<file path="config.mk">
export PLATFORM = sky130hd
export DESIGN_NAME = flowCtrlUnit
export DESIGN_NICKNAME = d
export VERILOG_FILES = /design/src/rtl/fcPkg.sv /design/src/rtl/fcControl.sv /design/src/rtl/fcDatapath.sv /design/src/rtl/flowCtrlUnit.sv
export SDC_FILE = /design/constraint.sdc
export NUM_CORES = 1
export LEC_CHECK = 0
export ABC_AREA = 1
export BUFFER_PORTS_ARGS = -buffer_cell sky130_fd_sc_hd__buf_4
export CORE_ASPECT_RATIO = 0.5
export CORE_MARGIN = 10
export CORE_UTILIZATION = 50
export CTS_BUF_LIST = sky130_fd_sc_hd__clkbuf_4 sky130_fd_sc_hd__clkbuf_8
export CTS_CLUSTER_SIZE = 14
export DETAILED_ROUTE_END_ITERATION = 6
export PLACE_DENSITY_LB_ADDON = 0.15
export SLEW_MARGIN = 20
export SYNTH_ARGS = -nofsm -noshare
export SYNTH_HDL_FRONTEND = slang
export SYNTH_SLANG_ARGS = --single-unit
</file>
<file path="constraint.sdc">
create_clock -name clk -period 3.7 [get_ports clk]
set_input_delay 0.74 -clock clk [delete_from_list [all_inputs] [get_ports clk]]
set_output_delay 0.74 -clock clk [all_outputs]
set_load 0.1 [all_outputs]
</file>
<file path="src/rtl/fcPkg.sv">
`timescale 1ns/1ps
package fcPkg;
  localparam int OPW = 8;

  typedef enum logic [2:0] {PC_HOLD, PC_SKIP1, PC_SKIP2, PC_ABS, PC_HL, PC_REL} pcSelT;
  typedef enum logic [1:0] {AD_SPM1, AD_SPM2, AD_SP, AD_SPP1} adSelT;
  typedef enum logic [2:0] {S_IDLE, S_EXEC, S_WR1, S_WR2, S_RD1, S_RD2} fcStateT;

  typedef struct packed {
    logic  latchIn;   // capture instruction and context
    logic  commitPc;  // update pc/sp/ime outputs (end of instruction)
    pcSelT pcSel;
    logic  spDown;    // sp - 2 at commit
    logic  spUp;      // sp + 2 at commit
    adSelT adSel;
    logic  memWr;
    logic  memRd;
    logic  wrHi;      // write the high byte of the word source
    logic  pushRet;   // word source is the return address, else the pair
    logic  capLo;     // hold the byte read at sp
    logic  capHi;     // assemble the popped pair
    logic  imeSet;
    logic  imeClr;
  } ctrlStrobeT;
endpackage

</file>
<file path="src/rtl/fcControl.sv">
`timescale 1ns/1ps
module fcControl
  import fcPkg::*;
(
  input  logic             clk,
  input  logic             rstN,
  input  logic             start,
  input  logic [OPW-1:0]   opQ,
  input  logic             zQ,
  input  logic             cQ,
  output ctrlStrobeT       st,
  output logic             done
);
  fcStateT state, nextState;
  logic    callQ, callNext;

  logic isJpAbs, isJpCc, isJpHl, isJr, isJrCc, isCall, isCallCc, isPush, isPop, isDi, isEi;
  logic condOk;

  always_comb begin
    isJpAbs  = (opQ == 8'hC3);
    isJpCc   = (opQ[7:5] == 3'b110) && (opQ[2:0] == 3'b010);
    isJpHl   = (opQ == 8'hE9);
    isJr     = (opQ == 8'h18);
    isJrCc   = (opQ[7:5] == 3'b001) && (opQ[2:0] == 3'b000);
    isCall   = (opQ == 8'hCD);
    isCallCc = (opQ[7:5] == 3'b110) && (opQ[2:0] == 3'b100);
    isPush   = (opQ[7:6] == 2'b11) && (opQ[3:0] == 4'h5);
    isPop    = (opQ[7:6] == 2'b11) && (opQ[3:0] == 4'h1);
    isDi     = (opQ == 8'hF3);
    isEi     = (opQ == 8'hFB);
    case (opQ[4:3])
      2'd0:    condOk = !zQ;
      2'd1:    condOk = zQ;
      2'd2:    condOk = !cQ;
      default: condOk = cQ;
    endcase
  end

  always_comb begin
    st        = '0;
    st.pcSel  = PC_HOLD;
    st.adSel  = AD_SP;
    nextState = state;
    callNext  = callQ;
    case (state)
      S_IDLE: begin
        if (start) begin
          st.latchIn = 1'b1;
          nextState  = S_EXEC;
        end
      end
      S_EXEC: begin
        nextState = S_IDLE;
        if (isJpAbs || isJpCc) begin
          st.commitPc = 1'b1;
          st.pcSel    = (isJpAbs || condOk) ? PC_ABS : PC_SKIP2;
        end else if (isJpHl) begin
          st.commitPc = 1'b1;
          st.pcSel    = PC_HL;
        end else if (isJr || isJrCc) begin
          st.commitPc = 1'b1;
          st.pcSel    = (isJr || condOk) ? PC_REL : PC_SKIP1;
        end else if (isCall || (isCallCc && condOk)) begin
          callNext  = 1'b1;
          nextState = S_WR1;
        end else if (isCallCc) begin
          st.commitPc = 1'b1;
          st.pcSel    = PC_SKIP2;
        end else if (isPush) begin
          callNext  = 1'b0;
          nextState = S_WR1;
        end else if (isPop) begin
          nextState = S_RD1;
        end else begin
          st.commitPc = 1'b1;
          st.imeClr   = isDi;
          st.imeSet   = isEi;
        end
      end
      S_WR1: begin
        st.memWr   = 1'b1;
        st.adSel   = AD_SPM1;
        st.wrHi    = 1'b1;
        st.pushRet = callQ;
        nextState  = S_WR2;
      end
      S_WR2: begin
        st.memWr    = 1'b1;
        st.adSel    = AD_SPM2;
        st.pushRet  = callQ;
        st.commitPc = 1'b1;
        st.pcSel    = callQ ? PC_ABS : PC_HOLD;
        st.spDown   = 1'b1;
        nextState   = S_IDLE;
      end
      S_RD1: begin
        st.memRd  = 1'b1;
        st.adSel  = AD_SP;
        st.capLo  = 1'b1;
        nextState = S_RD2;
      end
      S_RD2: begin
        st.memRd    = 1'b1;
        st.adSel    = AD_SPP1;
        st.capHi    = 1'b1;
        st.commitPc = 1'b1;
        st.spUp     = 1'b1;
        nextState   = S_IDLE;
      end
      default: nextState = S_IDLE;
    endcase
  end

  always_ff @(posedge clk) begin
    if (!rstN) begin
      state <= S_IDLE;
      callQ <= 1'b0;
      done  <= 1'b0;
    end else begin
      state <= nextState;
      callQ <= callNext;
      done  <= st.commitPc;
    end
  end
endmodule

</file>
<file path="src/rtl/fcDatapath.sv">
`timescale 1ns/1ps
module fcDatapath
  import fcPkg::*;
#(
  parameter int AW = 16,
  parameter int DW = 8
) (
  input  logic           clk,
  input  logic           rstN,
  input  ctrlStrobeT     st,
  input  logic [OPW-1:0] opcode,
  input  logic [DW-1:0]  operandLo,
  input  logic [DW-1:0]  operandHi,
  input  logic [AW-1:0]  pcIn,
  input  logic [AW-1:0]  spIn,
  input  logic [AW-1:0]  hlIn,
  input  logic [2*DW-1:0] pairIn,
  input  logic           flagZ,
  input  logic           flagC,
  input  logic [DW-1:0]  memRdata,
  output logic [OPW-1:0] opQ,
  output logic           zQ,
  output logic           cQ,
  output logic [AW-1:0]  pcOut,
  output logic [AW-1:0]  spOut,
  output logic [2*DW-1:0] pairOut,
  output logic           ime,
  output logic           memWe,
  output logic           memRe,
  output logic [AW-1:0]  memAddr,
  output logic [DW-1:0]  memWdata
);
  localparam int PW = 2 * DW;
  localparam logic [AW-1:0] ONE = AW'(1);
  localparam logic [AW-1:0] TWO = AW'(2);

  logic [DW-1:0] loQ, hiQ, popLoQ;
  logic [AW-1:0] pcQ, spQ, hlQ;
  logic [PW-1:0] pairQ;
  logic [AW-1:0] pcNext, spNext, relOff;
  logic [PW-1:0] wordSrc;

  always_comb begin
    relOff = {{(AW-DW){loQ[DW-1]}}, loQ};
    case (st.pcSel)
      PC_SKIP1: pcNext = pcQ + ONE;
      PC_SKIP2: pcNext = pcQ + TWO;
      PC_ABS:   pcNext = AW'({hiQ, loQ});
      PC_HL:    pcNext = hlQ;
      PC_REL:   pcNext = pcQ + ONE + relOff;
      default:  pcNext = pcQ;
    endcase
    if (st.spDown)    spNext = spQ - TWO;
    else if (st.spUp) spNext = spQ + TWO;
    else              spNext = spQ;
    case (st.adSel)
      AD_SPM1: memAddr = spQ - ONE;
      AD_SPM2: memAddr = spQ - TWO;
      AD_SPP1: memAddr = spQ + ONE;
      default: memAddr = spQ;
    endcase
    wordSrc  = st.pushRet ? PW'(pcQ + TWO) : pairQ;
    memWdata = st.wrHi ? wordSrc[PW-1:DW] : wordSrc[DW-1:0];
    memWe    = st.memWr;
    memRe    = st.memRd;
  end

  always_ff @(posedge clk) begin
    if (!rstN) begin
      opQ <= '0; loQ <= '0; hiQ <= '0; zQ <= 1'b0; cQ <= 1'b0;
      pcQ <= '0; spQ <= '0; hlQ <= '0; pairQ <= '0; popLoQ <= '0;
    end else begin
      if (st.latchIn) begin
        opQ <= opcode; loQ <= operandLo; hiQ <= operandHi;
        zQ <= flagZ; cQ <= flagC;
        pcQ <= pcIn; spQ <= spIn; hlQ <= hlIn; pairQ <= pairIn;
      end
      if (st.capLo) popLoQ <= memRdata;
    end
  end

  always_ff @(posedge clk) begin
    if (!rstN) begin
      pcOut   <= '0;
      spOut   <= '0;
      pairOut <= '0;
      ime     <= 1'b1;
    end else begin
      if (st.commitPc) begin
        pcOut <= pcNext;
        spOut <= spNext;
      end
      if (st.capHi)  pairOut <= {memRdata, popLoQ};
      if (st.imeClr) ime <= 1'b0;
      else if (st.imeSet) ime <= 1'b1;
    end
  end
endmodule

</file>
<file path="src/rtl/flowCtrlUnit.sv">
`timescale 1ns/1ps
module flowCtrlUnit
  import fcPkg::*;
#(
  parameter int AW = 16,
  parameter int DW = 8
) (
  input  logic            clk,
  input  logic            rstN,
  input  logic            start,
  input  logic [OPW-1:0]  opcode,
  input  logic [DW-1:0]   operandLo,
  input  logic [DW-1:0]   operandHi,
  input  logic [AW-1:0]   pcIn,
  input  logic [AW-1:0]   spIn,
  input  logic [AW-1:0]   hlIn,
  input  logic [2*DW-1:0] pairIn,
  input  logic            flagZ,
  input  logic            flagC,
  input  logic [DW-1:0]   memRdata,
  output logic            done,
  output logic [AW-1:0]   pcOut,
  output logic [AW-1:0]   spOut,
  output logic [2*DW-1:0] pairOut,
  output logic            ime,
  output logic            memWe,
  output logic            memRe,
  output logic [AW-1:0]   memAddr,
  output logic [DW-1:0]   memWdata
);
  ctrlStrobeT     st;
  logic [OPW-1:0] opQ;
  logic           zQ, cQ;

  fcControl uCtrl (
    .clk(clk), .rstN(rstN), .start(start), .opQ(opQ), .zQ(zQ), .cQ(cQ),
    .st(st), .done(done)
  );

  fcDatapath #(.AW(AW), .DW(DW)) uDp (
    .clk(clk), .rstN(rstN), .st(st), .opcode(opcode),
    .operandLo(operandLo), .operandHi(operandHi), .pcIn(pcIn), .spIn(spIn),
    .hlIn(hlIn), .pairIn(pairIn), .flagZ(flagZ), .flagC(flagC),
    .memRdata(memRdata), .opQ(opQ), .zQ(zQ), .cQ(cQ), .pcOut(pcOut),
    .spOut(spOut), .pairOut(pairOut), .ime(ime), .memWe(memWe), .memRe(memRe),
    .memAddr(memAddr), .memWdata(memWdata)
  );
endmodule

</file>
# Word level (Yosys, flattened, before mapping)
# Cells that the tools add are included.
dict set report totals {
  inputBits 101
  word_cells 131
  reg_bits 152
  out_inout_bits 76
}
dict set report op_classes {
  reduce_logical 23
  n_addsub 7
  n_eq_ne 29
  n_mux 52
  bitwise_logic 3
}
# cell n
set ops {}
lappend ops {{$pmux W16 S5} 1}
lappend ops {{$mux W16} 3}
lappend ops {{$pmux W16 S3} 1}
lappend ops {{$eq A8 B8 Y1 const B} 5}
lappend ops {{$add A16 B1 Y16 const B} 2}
lappend ops {{$add A16 B2 Y16 const B} 2}
lappend ops {{$mux W3} 9}
lappend ops {{$mux W2} 10}
lappend ops {{$eq A3 B3 Y1 const B} 6}
lappend ops {{$mux W1} 18}
lappend ops {{$add A16 B16 Y16} 1}
lappend ops {{$mux W4} 4}
lappend ops {{$sub A16 B1 Y16 const B} 1}
lappend ops {{$sub A16 B2 Y16 const B} 1}
lappend ops {{$eq A3 B2 Y1 const B} 5}
lappend ops {{$pmux W3 S4} 1}
lappend ops {{$eq A3 B1 Y1 const B} 3}
lappend ops {{$eq A8 B5 Y1 const B} 1}
lappend ops {{$mux W8} 1}
lappend ops {{$eq A2 B2 Y1 const B} 3}
lappend ops {{$logic_and A1 B1 Y1} 6}
lappend ops {{$logic_not A3 Y1} 2}
lappend ops {{$pmux W2 S3} 1}
lappend ops {{$pmux W3 S2} 1}
lappend ops {{other kinds (13)} 26}

# Longest topological paths before layout
# Gate-level depths: netlist (run 1).
dict set report logic_depth {
  ltp_word 12
  mapped_depth 22
  mapped_depth_nobuf 22
}

# Hierarchy
# A second synthesis (run 1) with hierarchy kept.
dict set report hier_totals {
  cells_unflattened 1507
  hier_area_um2 9669.3
}
# module area_per_inst_um2 cells_per_inst instances seq_area_each_um2
set modules_own_cells {}
lappend modules_own_cells {fcDatapath 9090.0 1407 1 2942.8}
lappend modules_own_cells {fcControl 579.3 100 1 100.1}

# Worst setup path before layout (run 1)
# No wires, ideal clock.
dict set report synth_timing {
  kind {flip-flop to output port}
  start {reg uCtrl.state[1]}
  end {out memAddr[9]}
  path_slack_ns -1.160
  arrival_time_ns 4.120
  stages_incl_launch_ff 19
  required_time_ns 2.960
  path_buffers 0
  path_cell_list {dfxtp_1 inv_2 nor2_4 inv_2 nor2_4 inv_2 nand2_2 ha_1 inv_1 ha_1 a21oi_1 nand2_1 nand2_1 nand3_1 a21boi_0 inv_1 a21oi_1 o21ai_0 a22oi_1}
}
dict set report synth_via {
  elab_chain_cells 4
  elab_cells_between_ends 8
  classes_between {eq/ne (5); mux (2); reduce/logical (1)}
}
# item line
set synth_lines {}
lappend synth_lines {{start: declaration} fcControl.sv:14} ;# fcStateT state, nextState;
lappend synth_lines {{start signal: assignment} fcControl.sv:121} ;# state <= nextState;
lappend synth_lines {{$eq A3 B3 Y1 / $eq A3 B2 Y1 (equally long branches)} fcControl.sv:46} ;# case (state)
lappend synth_lines {{$pmux W2 S3 *} fcControl.sv:46}
lappend synth_lines {{$eq A2 B2 Y1, or another cell as far along} fcDatapath.sv:56} ;# case (st.adSel)
lappend synth_lines {{$pmux W16 S3 *} fcDatapath.sv:56}
lappend synth_lines {{end: declaration} flowCtrlUnit.sv:28} ;# output logic [AW-1:0] memAddr,
# Every way passes the cells marked *; elsewhere a longest branch is shown, timed or not.

# Worst setup path in the final report (run 1)
dict set report layout_timing {
  start {reg uCtrl.state[1]}
  end {out memAddr[13]}
}
# The elaborated chain is that of the path after synthesis.

==> metrics.txt, run 1 <==
via density per instance 5.498; Antenna diodes 0; crit path capture type output pin; most frequent cells in the layout nand2_1, buf_4, a21oi_1; crit path kind flip-flop to output pin; Clock Latency Late Sink 0.49 ns; final global-route overflow total 0; top cells by area, synth dfxtp_1, nand2_1, a21oi_1; Reg clk slew, reported paths about 0.090 ns; Leak around 5.4 nW; area share of the largest cell type after synthesis around a third; Vias approximately 11000; RSZ-0062 raised after global routing yes; Mapped Area 9614 sq um; first-pass GRT wire length 52030 um; Final Critical Period around 3.9 ns; relative slew slack 42.60%; fin nets 1802; Port Buffer Count roughly 180; Worst Max-Slew Pin Slew 0.8610 ns; commonest non-fill, non-tap cell in the layout nand2_1; DR WL/cell 17.37 um; Tcrit/Tclk final 105.6%; antenna violations before repair 0; worst endpoint required time between 2 and 3 ns; Cell Rows 35; Max IR drop VDD 0.2564 mV; Routed Antenna Nets 0; drt total wl between 30000 and 40000 um; P&R area growth vs syn 27.95%; Die Area 25510 sq um; largest net degree at the start of global routing ~120; Most used DFF post-synth dfxtp_1; Fin. Hold Viols 0; CP max stage delay between 0.3 and 0.4 ns; vias in the first global route slightly below 10000; chip height between 100 and 150 um; H-tree Lvls 4; CP Max Fanout 7; Yosys cell types 45; clk_skew approximately 0.017 ns; Startpoint Class flip-flop; count of final setup violators 10; Worst Slack Setup Final -0.2090 ns; Final Max Tran Viols 0; placer congestion estimate around 0.99; Fillers between 1500 and 2000; Starting Density around half; Hold WC Path Type flip-flop to flip-flop; hold_ws between 0.4 and 0.5 ns; ys async rst share 0%; area leader, netlist dfxtp_1; Core ar. between 15000 and 20000 sq um; Die X 216.1 um; number of flops mapped to enable cells by yosys 0; Remaining DRCs 0; CTS Hold Buffers Added 0; total CTS buffers 17; failing checks negative setup slack; CTS Sinks around 150; synth warn 0; Arr. time, crit path 3.17 ns; fmax ~260 MHz; Max clock buf depth 2; Core Util, Final approximately 66%; first drt pass iteration count 6; CTS Root Cell clkbuf_8; IO Pins between 150 and 200; status finished, violations left; GRT Util Overall 25.01%; CTS tree yes; DRT iter0 DRCs 1332; CP Cell Sequence inv_4 -> nor2_4 -> inv_4 -> nor2_4 -> inv_2 -> nand2_4 -> ha_4 -> inv_6 -> ha_4 -> nand2_1 -> o21ai_0 -> a211oi_2 -> buf_4 -> nand3b_1 -> nand3_2 -> a22oi_2 -> buf_12; syn avg cell area approximately 6.4 sq um; Slowest cell on crit path dfxtp_4; max-cap viol count 0; sequential share of the synthesized area 31.65%; share of cells above drive strength 1 21.13%; detailed placer's ending HPWL between 20000 and 30000 um; post-synthesis cell count around 1500; Placed Cells incl. Taps 1885; pwr dens between 300 and 400 nW/um^2; Synth Register Bits ~150; Synth Net Count ~1600; Final Non-Filler Cells between 1500 and 2000
critical path: cells and delay by family (launching register included):
kind	cells	cell delay, ns
flip-flops	1	0.37
AND/OR/NAND/NOR	6	0.55
AO/OA/AOI/OAI	3	0.60
adder cells (fa/ha/maj)	2	0.55
buffers and inverters	6	0.61
per-layer routing:
layer	global-route usage, %	up-vias	routed length [um]
met5	0	-	0
met4	7.772	0	717
met3	5.670	54	2389
met2	39.74	366	15490
met1	32.85	4936	15000
li1	-	5277	-
per-stage QoR:
| stage | cell area, sq um | total power [W] | setup slack, ns | TNS (ns) |
|---|---|---|---|---|
| 6_report | 12300 | 0.004606 | -0.2090 | -1.302 |
| 5_1_grt | 12300 | 0.004820 | -0.3974 | -3.420 |
| 3_3_place_gp | 11370 | 0.003228 | 0.06573 | 0 |
| 4_1_cts | 12060 | 0.004535 | -0.1218 | -0.6946 |
| 3_5_place_dp | 11370 | 0.003244 | -0.02950 | -0.02950 |
| 2_1_floorplan | 9862 | 0.002860 | -0.4698 | -1.854 |
cell families after synthesis:
family	after synthesis	share of synthesized area, %
compound gates	407	21.93
xor+xnor	42	3.826
fa+ha+maj	38	5.102
buf+inv	236	9.721
flops	152	31.65
mux	1	0.1041
simple gates	618	27.67
registers in the layout (all words and copies together), names as in the netlist, 3 cells and up:
register / cells
uDp.hlQ: 16
uDp.loQ: 8
uDp.hiQ: 8
uDp.opQ: 8
uDp.spQ: 16
uCtrl.state: 3
uDp.spOut: 16
uDp.pairQ: 16
uDp.popLoQ: 8
uDp.pcOut: 16
uDp.pcQ: 16
uDp.pairOut: 16
Yosys cell counts (all sizes together), types with 3 or more instances:
master    n
o21ai   189
o22ai     8
nand3   104
a22oi     4
nand3b    5
dfxtp   152
a21oi   184
nand4    17
o211ai    4
nor3     13
nor4      3
buf      14
nor2    149
clkinv    4
or2       7
nand2   319
clkbuf   49
a21o      3
inv     169
ha       36
a31oi    10
xor2     40
final cells by class:
class                   instances  area (sq um)  area share, %
clock buffers                  20         262.8          2.136
clock inverters                11         98.84         0.8035
inverters                     173         674.4          5.482
multi-input cells            1106          6143          49.94
flip-flops and latches        152          3052          24.81
well taps                     259         324.1          2.634
repair buffers                212          1738          14.13
repair inverters                1         8.758        0.07120
worst paths after layout:
kind,startpoint,end,slack (ns),cells after the start
min reg2reg,uDp.pairQ[8]$_SDFFE_PN0P_,uDp.pairQ[8]$_SDFFE_PN0P_,0.45,2
min,uDp.pairQ[8]$_SDFFE_PN0P_,uDp.pairQ[8]$_SDFFE_PN0P_,0.45,2
max,uCtrl.state[1]$_SDFFE_PN0P_,memAddr[13],-0.21,17
max reg2reg,uDp.pcQ[1]$_SDFFE_PN0P_,uDp.pcOut[8]$_SDFFE_PN0P_,0.29,18
where the power goes:
group / switching [W] / internal, W
registers: 0.000112 / 0.00175
logic: 0.00101 / 0.000507
clock network: 0.000672 / 0.000560
repair_timing:
item / CTS / global route
endpoints found under the setup margin: 16 / 17
pin swaps: 22 / 19
setup buffers: 11 / 6
cloned: 1 / 0
gates resized for setup: 61 / 52
Note: power is estimated with default switching activity, not from simulation.
==> run 2: changes to the inputs <==
--- a/config.mk
+++ b/config.mk
@@ -8,7 +8,7 @@
 export ABC_AREA = 1
 export BUFFER_PORTS_ARGS = -buffer_cell sky130_fd_sc_hd__buf_4
 export CORE_ASPECT_RATIO = 0.5
-export CORE_MARGIN = 10
+export CORE_MARGIN = 4
 export CORE_UTILIZATION = 50
 export CTS_BUF_LIST = sky130_fd_sc_hd__clkbuf_4 sky130_fd_sc_hd__clkbuf_8
 export CTS_CLUSTER_SIZE = 14
==> run 2 against run 1 <==
Via count shrank 0.82%; worst hold slack gained 0.0038 ns; critical endpoint unchanged; first-iteration DRC count shrank 34%; highest routed layer is now met5; the run still ends with negative setup slack left; largest power group unchanged; die area shrank 15%; fmax grew 0.76%; sequential share of layout area shrank 0.075 points; design area grew 0.26%; wire length shrank 3.2%.
==> metrics.txt, run 2 (same netlist as run 1, synthesis figures left out) <==
status finished, violations left (unchanged); failing checks negative setup slack (unchanged); Hold WC Path Type flip-flop to flip-flop (unchanged); Final Critical Period 3.879 ns (was 3.909 ns); vias in the first global route 9682 (was 9838); CP Max Fanout 7 (unchanged); CP Cell Sequence inv_4 -> nor2_4 -> inv_4 -> nor2_4 -> inv_2 -> nand2_4 -> ha_4 -> inv_8 -> buf_4 -> ha_4 -> nand2_2 -> nor2_2 -> nand4_1 -> nand3b_1 -> nand3_1 -> a22oi_2 -> buf_12 (was inv_4 -> nor2_4 -> inv_4 -> nor2_4 -> inv_2 -> nand2_4 -> ha_4 -> inv_6 -> ha_4 -> nand2_1 -> o21ai_0 -> a211oi_2 -> buf_4 -> nand3b_1 -> nand3_2 -> a22oi_2 -> buf_12); crit path kind flip-flop to output pin (unchanged); clock share of power 26.9% (was 26.7%); worst endpoint required time 2.96 ns (about the same); sw frac 40.41% (was 38.93%); Vias 10550 (was 10630); placer congestion estimate 0.9554 (was 0.9929); total CTS buffers 17 (unchanged); first drt pass iteration count 5 (was 6); Clock Latency Late Sink 0.47 ns (was 0.49 ns); post-route cell area 12330 sq um (was 12300 sq um); DRT iter0 DRCs 880 (was 1332); IO Pins 177 (unchanged); DR WL/cell 16.77 um (was 17.37 um); Worst Slack Setup Final -0.1795 ns (was -0.2090 ns); Routed Antenna Nets 0 (unchanged); count of final setup violators 13 (was 10); net switching power 0.001856 W (was 0.001793 W); antenna violations before repair 0 (unchanged); CTS Sinks 152 (unchanged); first-pass GRT wire length 50600 um (was 52030 um); Starting Density 51.54% (unchanged); detailed placer's ending HPWL 24540 um (was 25460 um); Cell Rows 35 (unchanged); final global-route overflow total 0 (unchanged); H-tree Lvls 4 (unchanged); Leak 5.453 nW (was 5.429 nW); chip height 106.1 um (was 118.1 um); P&R area growth vs syn 28.29% (was 27.95%); Remaining DRCs 0 (unchanged); Final Max Tran Viols 0 (unchanged); post-place setup slack 0.05790 ns (was -0.02950 ns); CP max stage delay 0.37 ns (about the same); Arr. time, crit path 3.14 ns (was 3.17 ns); largest net degree at the start of global routing 81 (was 124); Max clock buf depth 2 (unchanged); Final Non-Filler Cells 1939 (was 1934); Antenna diodes 0 (unchanged); Core ar. 18660 sq um (unchanged); Port Buffer Count 176 (unchanged); max-cap viol count 0 (unchanged); Max IR drop VDD 0.2146 mV (was 0.2564 mV); via density per instance 5.439 (was 5.498); GRT Util Overall 28.85% (was 25.01%); share of cells above drive strength 1 21.85% (was 21.13%); drt total wl 32520 um (was 33600 um); final setup TNS -1.614 ns (was -1.302 ns); Reg clk slew, reported paths 0.09 ns (about the same); Worst Max-Slew Pin Slew 0.8475 ns (was 0.8610 ns); Placed Cells incl. Taps 1883 (was 1885); Startpoint Class flip-flop (unchanged); commonest non-fill, non-tap cell in the layout nand2_1 (unchanged); relative slew slack 43.33% (was 42.60%); pwr dens 372.5 nW/um^2 (was 374.4 nW/um^2); Slowest cell on crit path dfxtp_4 (unchanged); CTS Root Cell clkbuf_8 (unchanged); Die X 204.1 um (was 216.1 um); fmax 257.8 MHz (was 255.8 MHz); placed cell area 11370 sq um (about the same); total internal power 0.002738 W (was 0.002813 W); clk_skew 0.01749 ns (was 0.01729 ns); Die Area 21650 sq um (was 25510 sq um); Fin. Hold Viols 0 (unchanged); total power draw 0.004594 W (was 0.004606 W); RSZ-0062 raised after global routing yes (unchanged); crit path capture type output pin (unchanged); CTS tree yes (unchanged); most frequent cells in the layout nand2_1, buf_4, a21oi_1 (unchanged); fin nets 1806 (was 1802); sequential share of power 40.5% (was 40.3%); Combinational Power Share 32.6% (was 32.9%); Tcrit/Tclk final 104.9% (was 105.6%)
## run 2: per-stage QoR
step	hold slack [ns]	util, %
after floorplan	0.4205	-
after global placement	0.4369	60.94
after detailed placement	0.4382	60.94
after CTS	0.4506	64.94
after global routing	0.4679	66.12
final	0.4537	66.12
## run 2: worst paths after layout
kind / start / endpoint / slack [ns] / cells after the start
min: uDp.hlQ[13]$_SDFFE_PN0P_ / uDp.hlQ[13]$_SDFFE_PN0P_ / 0.45 / 2
min reg2reg: uDp.hlQ[13]$_SDFFE_PN0P_ / uDp.hlQ[13]$_SDFFE_PN0P_ / 0.45 / 2
max reg2reg: uDp.pcQ[0]$_SDFFE_PN0P_ / uDp.pcOut[9]$_SDFFE_PN0P_ / 0.29 / 17
max: uCtrl.state[1]$_SDFFE_PN0P_ / memAddr[13] / -0.18 / 17
## run 2: power groups by stage
stage | clock [W] | combinational, W | sequential [W]
final | 0.00123 | 0.00150 | 0.00186
after global routing | 0.00131 | 0.00162 | 0.00187
after CTS | 0.00125 | 0.00143 | 0.00186
after detailed placement | 0 | 0.00135 | 0.00189
after global placement | 0 | 0.00133 | 0.00189
after floorplan | 0 | 0.000862 | 0.00200
## run 2: critical path: cells and delay by family (launching register included)
| family | cells | cell delay (ns) |
|---|---|---|
| and+or+nand+nor | 8 | 0.87 |
| AOI/OAI and AO/OA | 1 | 0.27 |
| buffers and inverters | 6 | 0.61 |
| adders and majority gates | 2 | 0.55 |
| DFF | 1 | 0.37 |
## run 2: what timing repair did
item | 4_1_cts | 5_1_grt
buffers inserted | 17 | 7
hold buffers | 0 | 0
gates resized for setup | 74 | 44
cloned | 1 | 0
setup endpoints to repair | 15 | 21
pin swaps | 30 | 27
## run 2: metal layers
metal	wire length (um)	part of all wire, %	GRT usage, %
met1	14850	46	40.86
met4	479	1.5	5.065
met5	42	0.13	1.667
met3	2253	6.9	4.877
met2	14890	46	46.79
## run 2: layout make-up
cell class	instances	area, sq um
timing repair buffer	216	1792
timing repair inverter	1	11.26
sequential	152	3050
clock inverter	15	130.1
fill	1761	6321
clock buffer	17	234.0
tap	259	324.1
multi-input combinational	1106	6122
inverter	173	670.6
==> run 3: changes to the inputs <==
--- a/config.mk
+++ b/config.mk
@@ -5,7 +5,6 @@
 export SDC_FILE = /design/constraint.sdc
 export NUM_CORES = 1
 export LEC_CHECK = 0
-export ABC_AREA = 1
 export BUFFER_PORTS_ARGS = -buffer_cell sky130_fd_sc_hd__buf_4
 export CORE_ASPECT_RATIO = 0.5
 export CORE_MARGIN = 4
==> constraint.sdc (replaced) <==
create_clock -name clk -period 4.13 [get_ports clk]
set_input_delay 0.826 -clock clk [delete_from_list [all_inputs] [get_ports clk]]
set_output_delay 0.826 -clock clk [all_outputs]
set_load 0.1 [all_outputs]
==> run 3 against run 2 <==
The run still ends with negative setup slack left; non-clock buffer count increased by 9; largest power group unchanged; highest routed layer is now met4; sequential share of layout area is 1.3 points higher; first-iteration DRC count is 2.5% higher; clock power shrank 5%; worst hold slack better by 0.0067 ns.
==> metrics.txt, run 3 <==
area leader, netlist dfxtp_1 (unchanged); drt total wl 30800 um (was 32520 um); hold_sp uDp.pairOut[2]$_SDFFE_PN0N_ (was uDp.hlQ[13]$_SDFFE_PN0P_); fin nets 1557 (was 1806); max-cap viol count 0 (unchanged); detailed placer's ending HPWL 22960 um (was 24540 um); GRT Util Overall 28.56% (was 28.85%); via density per instance 5.882 (was 5.439); post-synthesis adder-cell area fraction 5.283% (was 5.102%); fmax 231.8 MHz; Min-Delay Endpoint uDp.pairOut[2]$_SDFFE_PN0N_ (was uDp.hlQ[13]$_SDFFE_PN0P_); first-pass GRT wire length 49070 um (was 50600 um); sequential share of the synthesized area 32.78% (was 31.65%); Worst Hold Path Cells 2 (unchanged); chip height 104.4 um (was 106.1 um); Antenna diodes 0 (unchanged); RR Endpoint uDp.pcOut[15]$_SDFFE_PN0P_ (was uDp.pcOut[9]$_SDFFE_PN0P_); IO Pins 177 (unchanged); count of final setup violators 4 (was 13); Synth Register Bits 152 (unchanged); XOR/XNOR Fraction of Synth Area 6.415% (was 3.826%); Yosys cell types 78 (was 45); relative slew slack 39.71% (was 43.33%); final global-route overflow total 0 (unchanged); Reg clk slew, reported paths 0.10 ns (was 0.09 ns); CP Max Fanout 8 (was 7); count leader, synth nand2_1 (unchanged); total power draw 0.003700 W (was 0.004594 W); largest net degree at the start of global routing 64 (was 81); Post-synth top cells nand2_1, a21oi_1, dfxtp_1 (was nand2_1, a21oi_1, o21ai_0); Max clock buf depth 2 (unchanged); Remaining DRCs 0 (unchanged); Fin. Hold Viols 0 (unchanged); Mapped Area 9284 sq um (was 9614 sq um); Vias 9794 (was 10550); crit path kind flip-flop to output pin (unchanged); syn avg cell area 7.362 sq um (was 6.435 sq um); Clock Latency Late Sink 0.47 ns (about the same); first drt pass iteration count 5 (unchanged); CTS Hold Buffers Added 0 (unchanged); top cells by area, synth dfxtp_1, nand2_1, a21oi_1 (unchanged); placer congestion estimate 0.9716 (was 0.9554); P&R area growth vs syn 26.08% (was 28.29%); Hold WC Path Type flip-flop to flip-flop (unchanged); Worst Slack Setup Final -0.1841 ns (was -0.1795 ns); Startpoint Class flip-flop (unchanged); synth warn 0 (unchanged); Final Critical Period approximately 4.3 ns; worst reg2reg startpoint uDp.pcQ[1]$_SDFFE_PN0P_ (was uDp.pcQ[0]$_SDFFE_PN0P_); Core ar. 17780 sq um (was 18660 sq um); Die Area 20940 sq um (was 21650 sq um); pwr dens 316.1 nW/um^2 (was 372.5 nW/um^2); Most used DFF post-synth dfxtp_1 (unchanged); DRT iter0 DRCs 902 (was 880); mux cell area share after synthesis 2.480% (was 0.1041%); status finished, violations left (unchanged); ys async rst share 0% (unchanged); Final Non-Filler Cells 1665 (was 1939); crit path capture type output pin (unchanged); Simple-Gate Fraction of Synth Area 24.34% (was 27.67%); clk_skew 0.01765 ns (was 0.01749 ns); Arr. time, crit path 3.49 ns (was 3.14 ns); Starting Density 52.21% (was 51.54%); post-route cell area 11710 sq um (was 12330 sq um); Routed Antenna Nets 0 (unchanged); largest family of logic cells by synthesized area simple AND/OR/NAND/NOR gates (unchanged); Die X 200.7 um (was 204.1 um); Worst R2R Setup Slack 0.49 ns (was 0.29 ns); worst endpoint required time 3.30 ns (was 2.96 ns); Tcrit/Tclk final 104.5%; Port Buffer Count 176 (unchanged); vias in the first global route 9241 (was 9682); Max IR drop VDD 0.1860 mV (was 0.2146 mV); CTS Sinks 152 (unchanged); Synth Net Count 1400 (was 1633); most frequent cells in the layout nand2_1, buf_4, a21oi_1 (unchanged); RSZ-0062 raised after global routing yes (unchanged); CTS Root Cell clkbuf_8 (unchanged); DR WL/cell 18.50 um (was 16.77 um); Placed Cells incl. Taps 1625 (was 1883); placed cell area 10980 sq um (was 11370 sq um); share of cells above drive strength 1 22.50% (was 21.85%); failing checks negative setup slack (unchanged); antenna violations before repair 0 (unchanged); post-place setup slack -0.1184 ns (was 0.05790 ns); Final Max Tran Viols 0 (unchanged); H-tree Lvls 4 (unchanged); total CTS buffers 17 (unchanged); area share of the largest cell type after synthesis 32.78% (was 31.65%); Leak 4.647 nW (was 5.453 nW); number of flops mapped to enable cells by yosys 0 (unchanged); post-synthesis compound-gate area fraction 23.75% (was 21.93%); post-synthesis cell count 1261 (was 1494); Cell Rows 34 (was 35); R2R depth 14 (was 17); commonest non-fill, non-tap cell in the layout nand2_1 (unchanged); Worst Max-Slew Pin Slew 0.9043 ns (was 0.8475 ns); CTS tree yes (unchanged)
## run 3: area by class of cell
cell class / count / area [sq um]
tap: 234 / 292.8
sequential: 152 / 3047
fill: 1564 / 6077
clock inverter: 14 / 160.2
inverter: 27 / 111.4
clock buffer: 18 / 241.5
multi-input combinational: 995 / 6073
timing repair buffer: 225 / 1779
## run 3: metrics by stage
step           hold WS (ns)  utilization [%]  setup TNS (ns)
6_report             0.4604            65.82         -0.3929
4_1_cts              0.4615            65.20        -0.07188
2_1_floorplan        0.4313                -         -0.5247
3_3_place_gp         0.4383            61.74               0
5_1_grt              0.4772            65.82          -1.025
3_5_place_dp         0.4475            61.74         -0.1184
## run 3: where the power goes
part | internal, W | switching [W]
logic | 0.000338 | 0.000571
clock network | 0.000512 | 0.000658
registers | 0.00153 | 0.0000890
## run 3: routing by layer
layer	part of all wire, %	track usage, %	up-vias
li1	-	-	4745
met1	45	40.59	4599
met2	44	44.39	409
met3	9.1	6.729	41
met4	1.4	5.937	0
met5	0	0	-
## run 3: worst max-delay path, stage by stage, from the launching register on
cell and delay [ns]:
dfxtp_2 0.34, and3b_1 0.22, nor2_4 0.13, inv_2 0.06, ha_4 0.18, inv_8 0.10, ha_4 0.21, a211oi_4 0.22
o21bai_2 0.12, o211ai_1 0.30, buf_4 0.17, buf_4 0.10, nand2b_1 0.08, a21oi_2 0.16, xnor2_1 0.14, a32oi_1 0.09
o21ai_2 0.21, buf_12 0.20
## run 3: worst max path at each step
stage / start / end / slack [ns] / depth (start not counted)
detailed placement: uCtrl.state[2]$_SDFFE_PN0P_ / memAddr[15] / -0.12 / 16
CTS: uCtrl.state[0]$_SDFFE_PN0P_ / memAddr[15] / -0.05 / 15
finish: uCtrl.state[0]$_SDFFE_PN0P_ / memAddr[9] / -0.18 / 17
global route: uCtrl.state[1]$_SDFFE_PN0P_ / memAddr[9] / -0.26 / 19
global placement: uCtrl.state[2]$_SDFFE_PN0P_ / memAddr[15] / 0.04 / 16
floorplan: uCtrl.state[2]$_SDFFE_PN0P_ / memAddr[12] / -0.16 / 16
## run 3: logic make-up (layout without fill, tap and decap cells)
family                     Yosys count  after routing
and+or+nand+nor                    501            501
AOI/OAI and AO/OA                  365            365
DFF                                152            152
buffers and inverters              114            284
xor gates and xnor gates            68             68
adders and majority gates           38             38
muxes                               23             23
## run 3: what timing repair did
action / CTS / global route
buffers inserted: 4 / 4
gates resized for setup: 39 / 16
pin swaps: 18 / 12
endpoints found under the setup margin: 8 / 8
